<file path="config.mk">
export PLATFORM = sky130hd
export DESIGN_NAME = hecc_chunk_acc
export DESIGN_NICKNAME = d
export VERILOG_FILES = /design/src/rtl/hecc_pkg.sv /design/src/rtl/hecc_line_contrib.sv /design/src/rtl/hecc_spare_pack.sv /design/src/rtl/hecc_chunk_acc.sv
export SDC_FILE = /design/constraint.sdc
export NUM_CORES = 1
export LEC_CHECK = 0
export ABC_AREA = 1
export CAP_MARGIN = 30
export CELL_PAD_IN_SITES_DETAIL_PLACEMENT = 1
export CELL_PAD_IN_SITES_GLOBAL_PLACEMENT = 1
export CORE_MARGIN = 4
export CORE_UTILIZATION = 45
export CTS_CLUSTER_DIAMETER = 120
export DETAILED_ROUTE_END_ITERATION = 7
export DONT_BUFFER_PORTS = 1
export HOLD_SLACK_MARGIN = 0.02
export MAX_ROUTING_LAYER = met4
export PLACE_DENSITY = 0.77
export SLEW_MARGIN = 25
export SYNTH_ARGS = -nofsm -noshare
export SYNTH_HDL_FRONTEND = slang
export SYNTH_SLANG_ARGS = --single-unit
</file>
<file path="constraint.sdc">
create_clock -name clk -period 2.6 [get_ports clk]
set_input_delay 0.13 -clock clk [delete_from_list [all_inputs] [get_ports clk]]
set_output_delay 0.13 -clock clk [all_outputs]
set_load 0.01 [all_outputs]
</file>
<file path="src/rtl/hecc_pkg.sv">
package hecc_pkg;

    localparam int COL_W   = 6;
    localparam int STORE_W = 24;

    // Column parity contribution of one byte
    function automatic logic [COL_W-1:0] col_bits(input logic [7:0] d);
        logic [COL_W-1:0] c;
        c = '0;
        for (int k = 0; k < 3; k++) begin
            for (int b = 0; b < 8; b++) begin
                if (b[k]) c[2*k+1] = c[2*k+1] ^ d[b];
                else      c[2*k]   = c[2*k]   ^ d[b];
            end
        end
        return c;
    endfunction

endpackage

</file>
<file path="src/rtl/hecc_line_contrib.sv">
module hecc_line_contrib #(
    parameter int IDX_W = 8
) (
    input  logic [7:0]         data,
    input  logic [IDX_W-1:0]   idx,
    output logic [2*IDX_W-1:0] line
);
    logic par;
    assign par = ^data;

    // Each index bit steers the byte parity into the "0" or "1" line bit
    for (genvar j = 0; j < IDX_W; j++) begin : g_line
        assign line[2*j]   = par & ~idx[j];
        assign line[2*j+1] = par &  idx[j];
    end
endmodule

</file>
<file path="src/rtl/hecc_spare_pack.sv">
module hecc_spare_pack
    import hecc_pkg::*;
#(
    parameter int RAW_W = 22
) (
    input  logic [RAW_W-1:0]   raw,
    output logic [STORE_W-1:0] spare
);
    logic [STORE_W-1:0] shifted;
    logic [STORE_W-1:0] stored;

    assign shifted = STORE_W'({raw, 2'b00});
    assign stored  = ~shifted;
    // spare byte 0 takes the top of the stored value
    assign spare   = {stored[7:0], stored[15:8], stored[23:16]};
endmodule

</file>
<file path="src/rtl/hecc_chunk_acc.sv">
module hecc_chunk_acc
    import hecc_pkg::*;
#(
    parameter int CHUNK_BYTES = 256,
    parameter int PAGE_CHUNKS = 16
) (
    input  logic                               clk,
    input  logic                               rst_n,
    input  logic                               ecc_en,
    input  logic                               ecc_clr,
    input  logic                               byte_vld,
    input  logic [7:0]                         byte_data,
    output logic                               chunk_done,
    output logic [$clog2(PAGE_CHUNKS)-1:0]     chunk_num,
    output logic [6+2*$clog2(CHUNK_BYTES)-1:0] par_raw,
    output logic [STORE_W-1:0]                 spare_bytes
);
    localparam int IDX_W = $clog2(CHUNK_BYTES);
    localparam int CH_W  = $clog2(PAGE_CHUNKS);
    localparam int RAW_W = COL_W + 2*IDX_W;

    typedef struct packed {
        logic [RAW_W-1:0] acc;
        logic [IDX_W-1:0] bidx;
        logic [CH_W-1:0]  cidx;
        logic             full;
        logic             done;
        logic [RAW_W-1:0] res;
        logic [CH_W-1:0]  res_ch;
    } st_t;

    st_t st_d, st_q;

    logic [2*IDX_W-1:0] line_c;
    logic [RAW_W-1:0]   contrib;
    logic               take;

    hecc_line_contrib #(.IDX_W(IDX_W)) line_i (
        .data (byte_data),
        .idx  (st_q.bidx),
        .line (line_c)
    );

    assign contrib = {line_c, col_bits(byte_data)};
    assign take    = byte_vld & ecc_en & ~st_q.full;

    always_comb begin
        st_d      = st_q;
        st_d.done = 1'b0;
        if (ecc_clr) begin
            st_d.acc  = '0;
            st_d.bidx = '0;
            st_d.cidx = '0;
            st_d.full = 1'b0;
        end else if (take) begin
            if (&st_q.bidx) begin
                st_d.res    = st_q.acc ^ contrib;
                st_d.res_ch = st_q.cidx;
                st_d.done   = 1'b1;
                st_d.acc    = '0;
                st_d.bidx   = '0;
                st_d.cidx   = st_q.cidx + 1'b1;
                st_d.full   = &st_q.cidx;
            end else begin
                st_d.acc  = st_q.acc ^ contrib;
                st_d.bidx = st_q.bidx + 1'b1;
            end
        end
    end

    always_ff @(posedge clk or negedge rst_n) begin
        if (!rst_n) st_q <= '0;
        else        st_q <= st_d;
    end

    assign chunk_done = st_q.done;
    assign chunk_num  = st_q.res_ch;
    assign par_raw    = st_q.res;

    hecc_spare_pack #(.RAW_W(RAW_W)) pack_i (
        .raw   (st_q.res),
        .spare (spare_bytes)
    );
endmodule

</file>
== Yosys cells after proc, flatten, opt, wreduce, memory -nomap -nowiden ==
Index checks and enable logic that the tools add are counted.
Storage, ports and cells
  flip-flop bits (word level): 62
  bits of input ports: 13
  output and inout port bits: 51
  logic and storage cells: 68
Operators by class
  add/subtract/negate cells: 2
  multiplexer cells: 5
  bitwise logic cells: 47
  reductions and logical operators: 7
Operators with widths (number)
  $mux 62: 1
  $mux 35: 1
  $mux 32: 1
  $mux 30: 1
  $mux 27: 1
  $not 24->24: 1
  $xor 22x22->22: 1
  $and 1x1->1: 18
  $xor 1x1->1: 17
  $not 1->1: 10
  $reduce_and 10->1: 1
  $add 8x1->8 const B: 1
  $reduce_and 8->1: 1
  $reduce_xor 8->1: 1
  $add 4x1->4 const B: 1
  $reduce_and 4->1: 1
  $reduce_bool 2->1: 2
  $reduce_and 2->1: 1

== Depth between registers and ports, before layout ==
Gate-level depths: netlist of the first run.
  word-level depth: 7
  depth in mapped cells: 12

== Cells and area by module ==
Synthesis of the first run repeated with hierarchy kept, for this count alone.
Unflattened totals
  cells, all modules: 465
  area total of the unflattened synthesis: 3698.5 sq um
By module, submodules not included
  hecc_chunk_acc: times used 1, cells an instance 368, area each 3228.1 sq um, seq. area each 1551.5 sq um
  hecc_line_contrib: times used 1, cells an instance 72, area each 369.1 sq um, seq. area each 0.0 sq um
  hecc_spare_pack: times used 1, cells an instance 25, area each 101.3 sq um, seq. area each 0.0 sq um

== Worst setup path after synthesis of the first run ==
No wires, ideal clock.
  kind: reg-to-reg
  start point: register st_q[32] in the netlist's numbering
  end point: register st_q[47] in the netlist's numbering
  arrival: 1.428 ns
  path slack: 1.055 ns
  cell stages (with the launch flop): 10
  path buffers: 1
  clock period less this slack: 1.545 ns
  cells stage by stage: dfrtp_1 -> ha_1 -> nand3_1 -> nor3_2 -> nand3_1 -> nand2_1 -> inv_2 -> buf_2 -> nand3_1 -> nand2_1
On the way
  longest elaborated chain between the ends: 5
  elaborated cells on any way between the ends: 6
RTL lines
  start: declaration: line hecc_chunk_acc.sv:32  | st_t st_d, st_q;
  start signal: assignment: line hecc_chunk_acc.sv:73  | else st_q <= st_d;
  $and 1x1->1: line hecc_line_contrib.sv:14  | assign line[2*j+1] = par & idx[j];
  $xor 22x22->22: line hecc_chunk_acc.sv:65  | st_d.acc = st_q.acc ^ contrib;
  $mux 30 *: line hecc_chunk_acc.sv:56  | if (&st_q.bidx) begin
  $mux 62 *: line hecc_chunk_acc.sv:55  | end else if (take) begin
  $mux 35 *: line hecc_chunk_acc.sv:50  | if (ecc_clr) begin
Every way passes the cells marked *; elsewhere a longest branch is shown, timed or not. The select of a mux whose other input is x is not followed.
A chain may end at the register's enable or synchronous reset.

== Worst setup path in the final report of the first run ==
  start point: register st_q[34] in the netlist's numbering
  end point: register st_q (netlist bit par_raw[0])
On the way
  longest elaborated chain between the ends: 1
RTL lines
  $reduce_and 10->1 (no source line)
No other way between the ends.

==> impl_metrics.py, run 1 <==
metrics = {
    "logic_synthesis": {
        "yosys_warnings": 0,
        "synth_cells": 445,
        "synth_cell_types": 27,
        "synth_area_mm2": 0.00344,
        "ys_seq_area_share_pct": 45.1,
        "synth_edf_count": 0,
        "synth_commonest_cells": "138 x nand2_1, 63 x inv_1, 62 x dfrtp_1",
        "async_reset_ff_share_pct": 100,
        "synth_top_area_share_pct": 45.1,
        "synthFlopType": "dfrtp_1",
        "synth_most_common_cell": "nand2_1",
        "syn_area_per_cell_um2": 7.74,
        "synthTopCellsByArea": "dfrtp_1 45%, nand2_1 15%, nand3_1 7.8%",
        "ys_seq_elements": 62,
        "synth_area_leader_cell": "dfrtp_1",
    },
    "global_routing": {
        "overflow": 0,
        "grt_use_total_pct": 19.6,
        "grt_max_degree": 63,
        "grt_pass1_vias": 2840,
        "antenna_found_initial": 0,
        "grt_pass1_wl_um": 13300,
    },
    "clock_tree": {
        "numCtsBuffers": 9,
        "cts-root-buf": "clkbuf_8",
        "htreeDepth": 3,
        "cts_tree": "done",
        "cts.clk_slew.worst_paths_ns": 0.07,
        "post_cts_resized": 0,
        "clk_latency_ns": 0.35,
        "clock_sinks": 62,
        "cts.path.max_buffers": 2,
    },
    "layout": {
        "final_util_pct": 48.6,
        "antenna_cells": 0,
        "drive_above_1_share_pct": 7.28,
        "multi_input_area_mm2": 0.00134,
        "finalInstanceArea_mm2": 0.00356,
        "areaGrowthSynthToFinish_pct": 3.52,
        "seq_area_mm2": 0.00155,
        "fill_cells": 894,
        "nets": 436,
    },
    "timing": {
        "hold_viol": 0,
        "finalMaxSlewViolations": 0,
        "fmax_mhz": 546,
        "rsz0062_at_grt": "false",
        "min_period_over_period_pct": 70.5,
        "finalSetupViolations": 0,
        "period_needed_ns": 1.83,
        "skew_ns": 0.00664,
        "tns_ns": 0,
    },
    "setup_path": {
        "cp.required_ns": 2.82,
        "crit-reg2reg-launch": "st_q[34]",
        "timing.rr.end": "par_raw[0]",
        "slowest_stage": "dfrtp_1",
        "crit_path_start": "st_q[34]",
        "end_kind": "register",
        "cp-start-kind": "register",
        "arrival_ns": 2.05,
        "path_max_fanout": 20,
        "ff2ff_setup_slack_ns": 0.77,
        "crit_top_cell": "nand2_1",
        "cp-endpoint": "par_raw[0]",
        "slowest_delay_ns": 0.47,
        "cp_cell_sequence": "nand2_1 -> nor2_2 -> nand3_2 -> nor2_4 -> nand4_4 -> buf_4 -> nand2_1 -> o21ai_0",
        "reg2regPathDepth": 8,
        "critPathKind": "register to register",
    },
    "detailed_routing": {
        "drt_first_pass_iters": 4,
        "drc": 0,
        "viasPerCell": 5.14,
        "num_vias": 2701,
        "drt-initial-drc-count": 95,
        "antenna_left": 0,
        "drt_wl_total_um": 8020,
        "avgRoutedWirePerCell_um": 15.3,
    },
    "power_and_ir_drop": {
        "power.density_mw_per_mm2": 588,
        "vdd_drop_max_mv": 0.272,
        "p_leak_nw": 1.79,
    },
    "floorplanning": {
        "die_w_um": 95.5,
        "pin_count": 64,
        "core-area_mm2": 0.00733,
        "initial_core_util_pct": 47.0,
        "dieArea_mm2": 0.00912,
        "std_cell_rows": 31,
        "die_h_um": 95.5,
    },
    "placement": {
        "place_congestion": 0.735,
        "dp.final_hpwl_um": 5270,
        "port-buffer-count": 0,
        "place_area_mm2": 0.00332,
    },
    "flow_run": {
        "max_cap_viol_count": 0,
    },
    "run_status": {
        "outcome": "complete, no violations",
    },
    "min_path": {
        "hold_class": "primary input to register",
    },
}
[report_power, final]
group	leakage, nW	internal, mW	switching [mW]
logic	0.827	0.0683	0.147
clock network	0.106	0.491	0.394
registers	0.855	0.984	0.0143
total	1.79	1.54	0.555
[layout by cell type, fill, tap and decap left out, types with 2 or more instances in the layout]
cell,n
conb_1,2
a21oi_1,2
clkbuf_8,11
nand2_1,138
nand3_1,54
dfrtp_1,62
nor2_1,4
inv_1,63
buf_4,5
ha_1,2
o21ai_0,10
o22ai_1,11
nand4_1,16
xnor2_1,8
xor2_1,13
dlygate4sd3_1,2
o21ai_1,5
inv_2,4
clkinv_2,3
[registers in the layout, summed over array words and instances, names as in the netlist]
register    flops
par_raw        22
chunk_done      1
st_q           35
chunk_num       4
[repair_timing]
| item | CTS | global route |
|---|---|---|
| hold buffers | 3 | 0 |
| setup buffers | 0 | 0 |
| hold endpoints to repair | 64 | 0 |
[how the worst min path moves through the flow]
stage	cells past startpoint	to	slack, ns	from
after detailed placement	0	st_q[29]	-0.16	rst_n
after CTS	2	st_q[31]	0.1	ecc_clr
final	2	st_q[31]	0.11	ecc_clr
after global placement	0	chunk_num[1]	-0.16	rst_n
after global routing	2	st_q[28]	0.11	ecc_clr
after floorplan	0	chunk_done	-0.17	rst_n
[per-layer routing]
metal  global-route usage (%)  up-vias  part of all wire [%]
met3                     4.18       15                   3.4
met2                     33.2       48                    51
met5                        -        -                     0
met1                     22.7     1310                    44
li1                         -     1328                     -
met4                     7.58        0                   1.9
[logic make-up (layout without fill, tap and decap cells)]
kind of cell / after synthesis / count (layout) / share of synthesized area [%]
other: 1 / 2 / 0.109
DFF: 62 / 62 / 45.1
xor gates and xnor gates: 21 / 21 / 5.34
buffers and inverters: 113 / 93 / 16.1
AOI/OAI and AO/OA: 29 / 29 / 4.69
and+or+nand+nor: 217 / 217 / 27.9
adders and majority gates: 2 / 2 / 0.727
[metrics by stage]
stage          setup WS (ns)  total power, mW  instances  hold slack (ns)
2_1_floorplan           1.05             1.16        446           -0.166
3_5_place_dp           0.749             1.21        506           -0.164
6_report               0.768             2.10        525            0.106
5_1_grt                0.552             2.19        525            0.111
4_1_cts                0.724             2.12        525           0.0969
3_3_place_gp           0.772             1.20        506           -0.164
[cell type report]
cell class | instances | share of cell area [%]
Clock inverter | 4 | 1.26
Multi-Input combinational cell | 271 | 37.6
Timing Repair Buffer | 8 | 2.39
Clock buffer | 12 | 4.35
Tap cell | 99 | 3.47
Inverter | 69 | 7.41
Sequential cell | 62 | 43.5
[critical path: cells and delay by family, from the launching register on]
family	cells	cell delay, ns
flops	1	0.47
buf+inv	1	0.32
simple gates	6	0.85
compound gates	1	0.07
(Power assumes the default switching activity.)
==> run 2: changes to the inputs <==
--- a/config.mk
+++ b/config.mk
@@ -10,13 +10,13 @@
 export CELL_PAD_IN_SITES_DETAIL_PLACEMENT = 1
 export CELL_PAD_IN_SITES_GLOBAL_PLACEMENT = 1
 export CORE_MARGIN = 4
-export CORE_UTILIZATION = 45
+export CORE_UTILIZATION = 42
 export CTS_CLUSTER_DIAMETER = 120
 export DETAILED_ROUTE_END_ITERATION = 7
 export DONT_BUFFER_PORTS = 1
 export HOLD_SLACK_MARGIN = 0.02
 export MAX_ROUTING_LAYER = met4
-export PLACE_DENSITY = 0.77
+export PLACE_DENSITY = 0.76
 export SLEW_MARGIN = 25
 export SYNTH_ARGS = -nofsm -noshare
 export SYNTH_HDL_FRONTEND = slang
==> constraint.sdc (replaced) <==
create_clock -name clk -period 1.66 [get_ports clk]
set_input_delay 0.083 -clock clk [delete_from_list [all_inputs] [get_ports clk]]
set_output_delay 0.083 -clock clk [all_outputs]
set_load 0.01 [all_outputs]
==> impl_metrics.py, run 2 (same netlist as run 1, synthesis figures left out) <==
metrics = {
    "setup_path": {
        "reg2regPathDepth": 8,
        "path_max_fanout": 19,
        "ff2ff_setup_slack_ns": 0.03,
        "slowest_delay_ns": 0.40,
        "arrival_ns": 1.85,
        "slowest_stage": "dfrtp_1",
        "end_kind": "register",
        "cp_cell_sequence": "ha_2 -> nand3_2 -> nor3_2 -> nand3_2 -> nand2_4 -> inv_6 -> nand3_1 -> nand2_1",
        "crit_path_start": "st_q[32]",
        "cp-endpoint": "st_q[59]",
        "timing.rr.end": "st_q[59]",
        "cp.required_ns": 1.88,
        "critPathKind": "register to register",
        "cp-start-kind": "register",
        "crit-reg2reg-launch": "st_q[32]",
        "crit_top_cell": "nand3_2",
    },
    "timing": {
        "hold_viol": 0,
        "fmax_mhz": 614,
        "rsz0062_at_grt": "true",
        "finalSetupViolations": 0,
        "fin_ws_ns": 0.0319,
        "skew_ns": 0.00757,
        "fin_hold_ws_ns": 0.116,
        "min_period_over_period_pct": 98.1,
        "finalMaxSlewViolations": 0,
        "period_needed_ns": 1.63,
        "tns_ns": 0,
    },
    "layout": {
        "final_cell_mix": "136 x nand2_1, 62 x inv_1, 62 x dfrtp_1",
        "final_util_pct": 48.3,
        "drive_above_1_share_pct": 12.1,
        "largest_register_ffs": 35,
        "finalInstanceArea_mm2": 0.00379,
        "seq_area_mm2": 0.00155,
        "areaGrowthSynthToFinish_pct": 10.1,
        "nets": 449,
        "top_register": "st_q",
        "layout_commonest_cell": "nand2_1",
        "final_cell_count_no_fill": 541,
        "multi_input_area_mm2": 0.00138,
        "antenna_cells": 0,
        "fill_cells": 969,
    },
    "floorplanning": {
        "die_h_um": 98.5,
        "initial_core_util_pct": 43.9,
        "pin_count": 64,
        "core-area_mm2": 0.00785,
        "dieArea_mm2": 0.00971,
        "die_w_um": 98.5,
        "std_cell_rows": 32,
    },
    "clock_tree": {
        "cts.path.max_buffers": 2,
        "cts-root-buf": "clkbuf_8",
        "cts_tree": "done",
        "clock_sinks": 62,
        "numCtsBuffers": 9,
        "clk_latency_ns": 0.34,
        "htreeDepth": 3,
        "cts.clk_slew.worst_paths_ns": 0.07,
    },
    "power_and_ir_drop": {
        "p_leak_nw": 1.89,
        "finalPower_mw": 3.29,
        "vdd_drop_max_mv": 0.321,
        "power.density_mw_per_mm2": 868,
    },
    "global_routing": {
        "grt_use_total_pct": 17.8,
        "overflow": 0,
        "grt_pass1_wl_um": 13800,
        "grt_max_degree": 63,
        "grt_pass1_vias": 2846,
        "antenna_found_initial": 0,
    },
    "run_status": {
        "outcome": "complete, no violations",
    },
    "detailed_routing": {
        "drt_wl_total_um": 8430,
        "drt-initial-drc-count": 95,
        "drc": 0,
        "avgRoutedWirePerCell_um": 15.6,
        "drt_first_pass_iters": 4,
        "num_vias": 2766,
        "antenna_left": 0,
        "viasPerCell": 5.11,
    },
    "placement": {
        "place_congestion": 0.774,
        "place_area_mm2": 0.00338,
        "dp.final_hpwl_um": 5520,
        "dp.cells": 514,
        "port-buffer-count": 0,
        "dp_slack_ns": -0.0424,
    },
    "flow_run": {
        "max_cap_viol_count": 0,
    },
    "min_path": {
        "hold_depth": 3,
        "hold_class": "primary input to register",
    },
}
-- run 2: worst max-delay path: cells and delay by family, from the launching register on --
| kind | cells | cell delay [ns] |
|---|---|---|
| adders and majority gates | 1 | 0.21 |
| buffers and inverters | 1 | 0.09 |
| and+or+nand+nor | 6 | 0.81 |
| DFF | 1 | 0.40 |
-- run 2: worst min-delay path by stage --
stage / from / endpoint / slack, ns
6_report: ecc_clr / st_q[39] / 0.12
5_1_grt: ecc_clr / st_q[39] / 0.13
4_1_cts: ecc_clr / st_q[38] / -0.20
3_5_place_dp: rst_n / chunk_num[1] / -0.21
3_3_place_gp: rst_n / chunk_num[1] / -0.21
2_1_floorplan: rst_n / chunk_done / -0.21
-- run 2: cell type report --
class,count,share of cell area [%]
Sequential cell,62,40.9
Clock buffer,12,4.09
Inverter,69,7.29
Timing Repair inverter,1,0.231
Timing Repair Buffer,20,6.57
Tap cell,102,3.37
Clock inverter,4,1.19
Multi-Input combinational cell,271,36.4
-- run 2: what timing repair did --
| item | CTS | global route |
|---|---|---|
| buffers inserted | 0 | 6 |
| endpoints found under the hold margin | 68 | 5 |
| hold buffers | 2 | 1 |
| pin swaps | 0 | 2 |
| gates cloned | 0 | 2 |
| setup endpoints to repair | 23 | 60 |
| gates resized for setup | 3 | 18 |
-- run 2: routing by layer --
| layer | track usage (%) | wire (um) | vias up |
|---|---|---|---|
| li1 | - | - | 1343 |
| met1 | 22.3 | 3780 | 1347 |
| met2 | 28.2 | 4220 | 60 |
| met3 | 3.68 | 297 | 16 |
| met4 | 7.35 | 137 | 0 |
| met5 | - | 0 | - |
-- run 2: where the power goes --
part	internal, mW	switching (mW)	total (mW)
clock network	0.769	0.595	1.36
registers	1.54	0.0219	1.56
logic	0.127	0.239	0.366
==> run 3: changes to the inputs <==
--- a/config.mk
+++ b/config.mk
@@ -16,8 +16,9 @@
 export DONT_BUFFER_PORTS = 1
 export HOLD_SLACK_MARGIN = 0.02
 export MAX_ROUTING_LAYER = met4
-export PLACE_DENSITY = 0.76
+export PLACE_DENSITY = 0.75
 export SLEW_MARGIN = 25
 export SYNTH_ARGS = -nofsm -noshare
 export SYNTH_HDL_FRONTEND = slang
+export SYNTH_HIERARCHICAL = 1
 export SYNTH_SLANG_ARGS = --single-unit
==> impl_metrics.py, run 3 <==
metrics = {
    "clock_tree": {
        "clk_latency_ns": 0.34,
        "cts.path.max_buffers": 2,
        "post_cts_buffers": 0,
        "clock_sinks": 62,
        "cts.clk_slew.worst_paths_ns": 0.06,
        "cts_tree": "done",
        "htreeDepth": 3,
        "cts-root-buf": "clkbuf_8",
        "numCtsBuffers": 9,
    },
    "power_and_ir_drop": {
        "p_seq_share_pct": 46.3,
        "switching_share_pct": 25.0,
        "power.density_mw_per_mm2": 863,
        "vdd_drop_max_mv": 0.456,
        "p_leak_nw": 1.85,
        "p_int_mw": 2.51,
        "pwr-share-comb_pct": 10.8,
        "pwr-share-clk_pct": 42.8,
        "p_switching_uw": 838,
    },
    "timing": {
        "fin_hold_ws_ns": 0.0503,
        "skew_ns": 0.00993,
        "finalMaxSlewViolations": 0,
        "hold_viol": 0,
        "fmax_mhz": 664,
        "min_period_over_period_pct": 90.8,
        "fin_ws_ns": 0.153,
        "period_needed_ns": 1.51,
        "finalSetupViolations": 0,
        "tns_ns": 0,
    },
    "detailed_routing": {
        "avgRoutedWirePerCell_um": 14.1,
        "drt-initial-drc-count": 40,
        "drc": 0,
        "num_vias": 2744,
        "drt_first_pass_iters": 4,
        "drt_wl_total_um": 7930,
        "viasPerCell": 4.87,
        "antenna_left": 0,
    },
    "logic_synthesis": {
        "synth_commonest_cells": "155 x nand2_1, 62 x dfrtp_1, 58 x inv_1",
        "synth_cell_types": 30,
        "synth_area_mm2": 0.00370,
        "synth_most_common_cell": "nand2_1",
        "async_reset_ff_share_pct": 100,
        "synth_cells": 465,
        "synth_top_area_share_pct": 41.9,
        "synth_area_leader_cell": "dfrtp_1",
        "ys_seq_elements": 62,
        "synthFlopType": "dfrtp_1",
        "synth_edf_count": 0,
        "synthTopCellsByArea": "dfrtp_1 42%, nand2_1 16%, buf_4 5.9%",
        "ys_seq_area_share_pct": 41.9,
        "yosys_warnings": 6,
        "syn_area_per_cell_um2": 7.95,
    },
    "floorplanning": {
        "dieArea_mm2": 0.0104,
        "die_w_um": 102,
        "pin_count": 64,
        "initial_core_util_pct": 44.1,
        "die_h_um": 102,
        "std_cell_rows": 33,
        "core-area_mm2": 0.00838,
    },
    "setup_path": {
        "path_max_fanout": 14,
        "timing.rr.end": "st_q[61]",
        "end_kind": "register",
        "slowest_delay_ns": 0.41,
        "cp-start-kind": "register",
        "cp-endpoint": "st_q[61]",
        "critPathKind": "register to register",
        "ff2ff_setup_slack_ns": 0.15,
        "arrival_ns": 1.72,
        "slowest_stage": "dfrtp_1",
        "crit-reg2reg-launch": "st_q[32]",
        "reg2regPathDepth": 7,
        "crit_path_start": "st_q[32]",
        "cp.required_ns": 1.87,
        "crit_top_cell": "nand2_1",
        "cp_cell_sequence": "ha_1 -> nand2_1 -> nor2_2 -> nand2_1 -> nand2_1 -> buf_6 -> o21ai_1",
    },
    "layout": {
        "nets": 468,
        "layout_commonest_cell": "nand2_1",
        "largest_register_ffs": 35,
        "drive_above_1_share_pct": 19.7,
        "top_register": "st_q",
        "fill_cells": 1054,
        "final_util_pct": 46.4,
        "final_cell_mix": "155 x nand2_1, 61 x dfrtp_1, 58 x inv_1",
        "areaGrowthSynthToFinish_pct": 5.04,
        "antenna_cells": 0,
    },
    "run_status": {
        "outcome": "complete, no violations",
    },
    "global_routing": {
        "grt_use_total_pct": 17.1,
        "grt_pass1_wl_um": 13700,
        "grt_pass1_vias": 2844,
        "antenna_found_initial": 0,
        "grt_max_degree": 63,
        "overflow": 0,
    },
    "placement": {
        "place_congestion": 0.835,
        "dp_slack_ns": 0.0668,
        "port-buffer-count": 0,
        "dp.final_hpwl_um": 5840,
    },
    "flow_run": {
        "max_cap_viol_count": 0,
    },
    "min_path": {
        "hold_class": "primary input to register",
        "hold_depth": 4,
    },
}
-- run 3: changes by cell type after synthesis, moves of 10 or more --
cell	before	now
nand3_1	54	16
o21ai_2	0	20
nand2_2	0	19
nand2_1	138	155
nand4_1	16	1
o21ai_1	5	20
xnor2_1	8	19
a21oi_2	0	10
-- run 3: power groups by stage --
stage	Combinational (mW)	Sequential (mW)	Clock, mW
CTS	0.369	1.55	1.47
floorplan	0.276	1.58	0
global route	0.413	1.56	1.56
finish	0.362	1.55	1.44
detailed placement	0.324	1.58	0
global placement	0.308	1.58	0
-- run 3: repair_timing --
item                       CTS  global route
gates resized for setup      0             4
setup endpoints to repair    0            59
hold buffers                 3             0
hold endpoints to repair    64             0
-- run 3: worst max-delay path, delay by kind of cell (launching register included) --
kind            cells  cell delay (ns)
flops               1             0.41
compound gates      1             0.08
fa+ha+maj           1             0.20
buf+inv             1             0.19
simple gates        4             0.50
-- run 3: cells by family after synthesis --
kind of cell,share of synthesized area (%)
xor+xnor,5.92
compound gates,11.9
simple gates,24.4
other cells,0.101
fa+ha+maj,0.676
buf+inv,15.0
flops,41.9
-- run 3: area by class of cell --
type	instances	area, um^2	area share, %
clock inverter	2	37.5	0.966
clock buffer	14	183	4.70
timing repair buffer	14	134	3.45
multi-input combinational	301	1600	41.1
tap	105	131	3.38
sequential	62	1550	40.0
inverter	65	249	6.41
-- run 3: metrics by stage --
step	power, mW	cells	cell area [um^2]
after global placement	1.89	544	3610
after global routing	3.53	563	3880
after CTS	3.39	563	3870
after floorplan	1.85	466	3700
final	3.35	563	3880
after detailed placement	1.90	544	3610
-- run 3: how the worst min path moves through the flow --
stage / start / end / slack, ns
3_3_place_gp: rst_n / par_raw[15] / -0.21
4_1_cts: byte_data[7] / par_raw[1] / 0.04
3_5_place_dp: rst_n / par_raw[15] / -0.21
5_1_grt: byte_data[7] / par_raw[1] / 0.06
2_1_floorplan: rst_n / chunk_done / -0.21
6_report: byte_data[7] / st_q[41] / 0.05
-- run 3: metal layers --
metal / part of all wire (%) / GRT usage (%)
met5: 0 / -
met4: 1.3 / 5.15
met3: 5.0 / 5.53
met2: 48 / 27.5
met1: 46 / 20.8
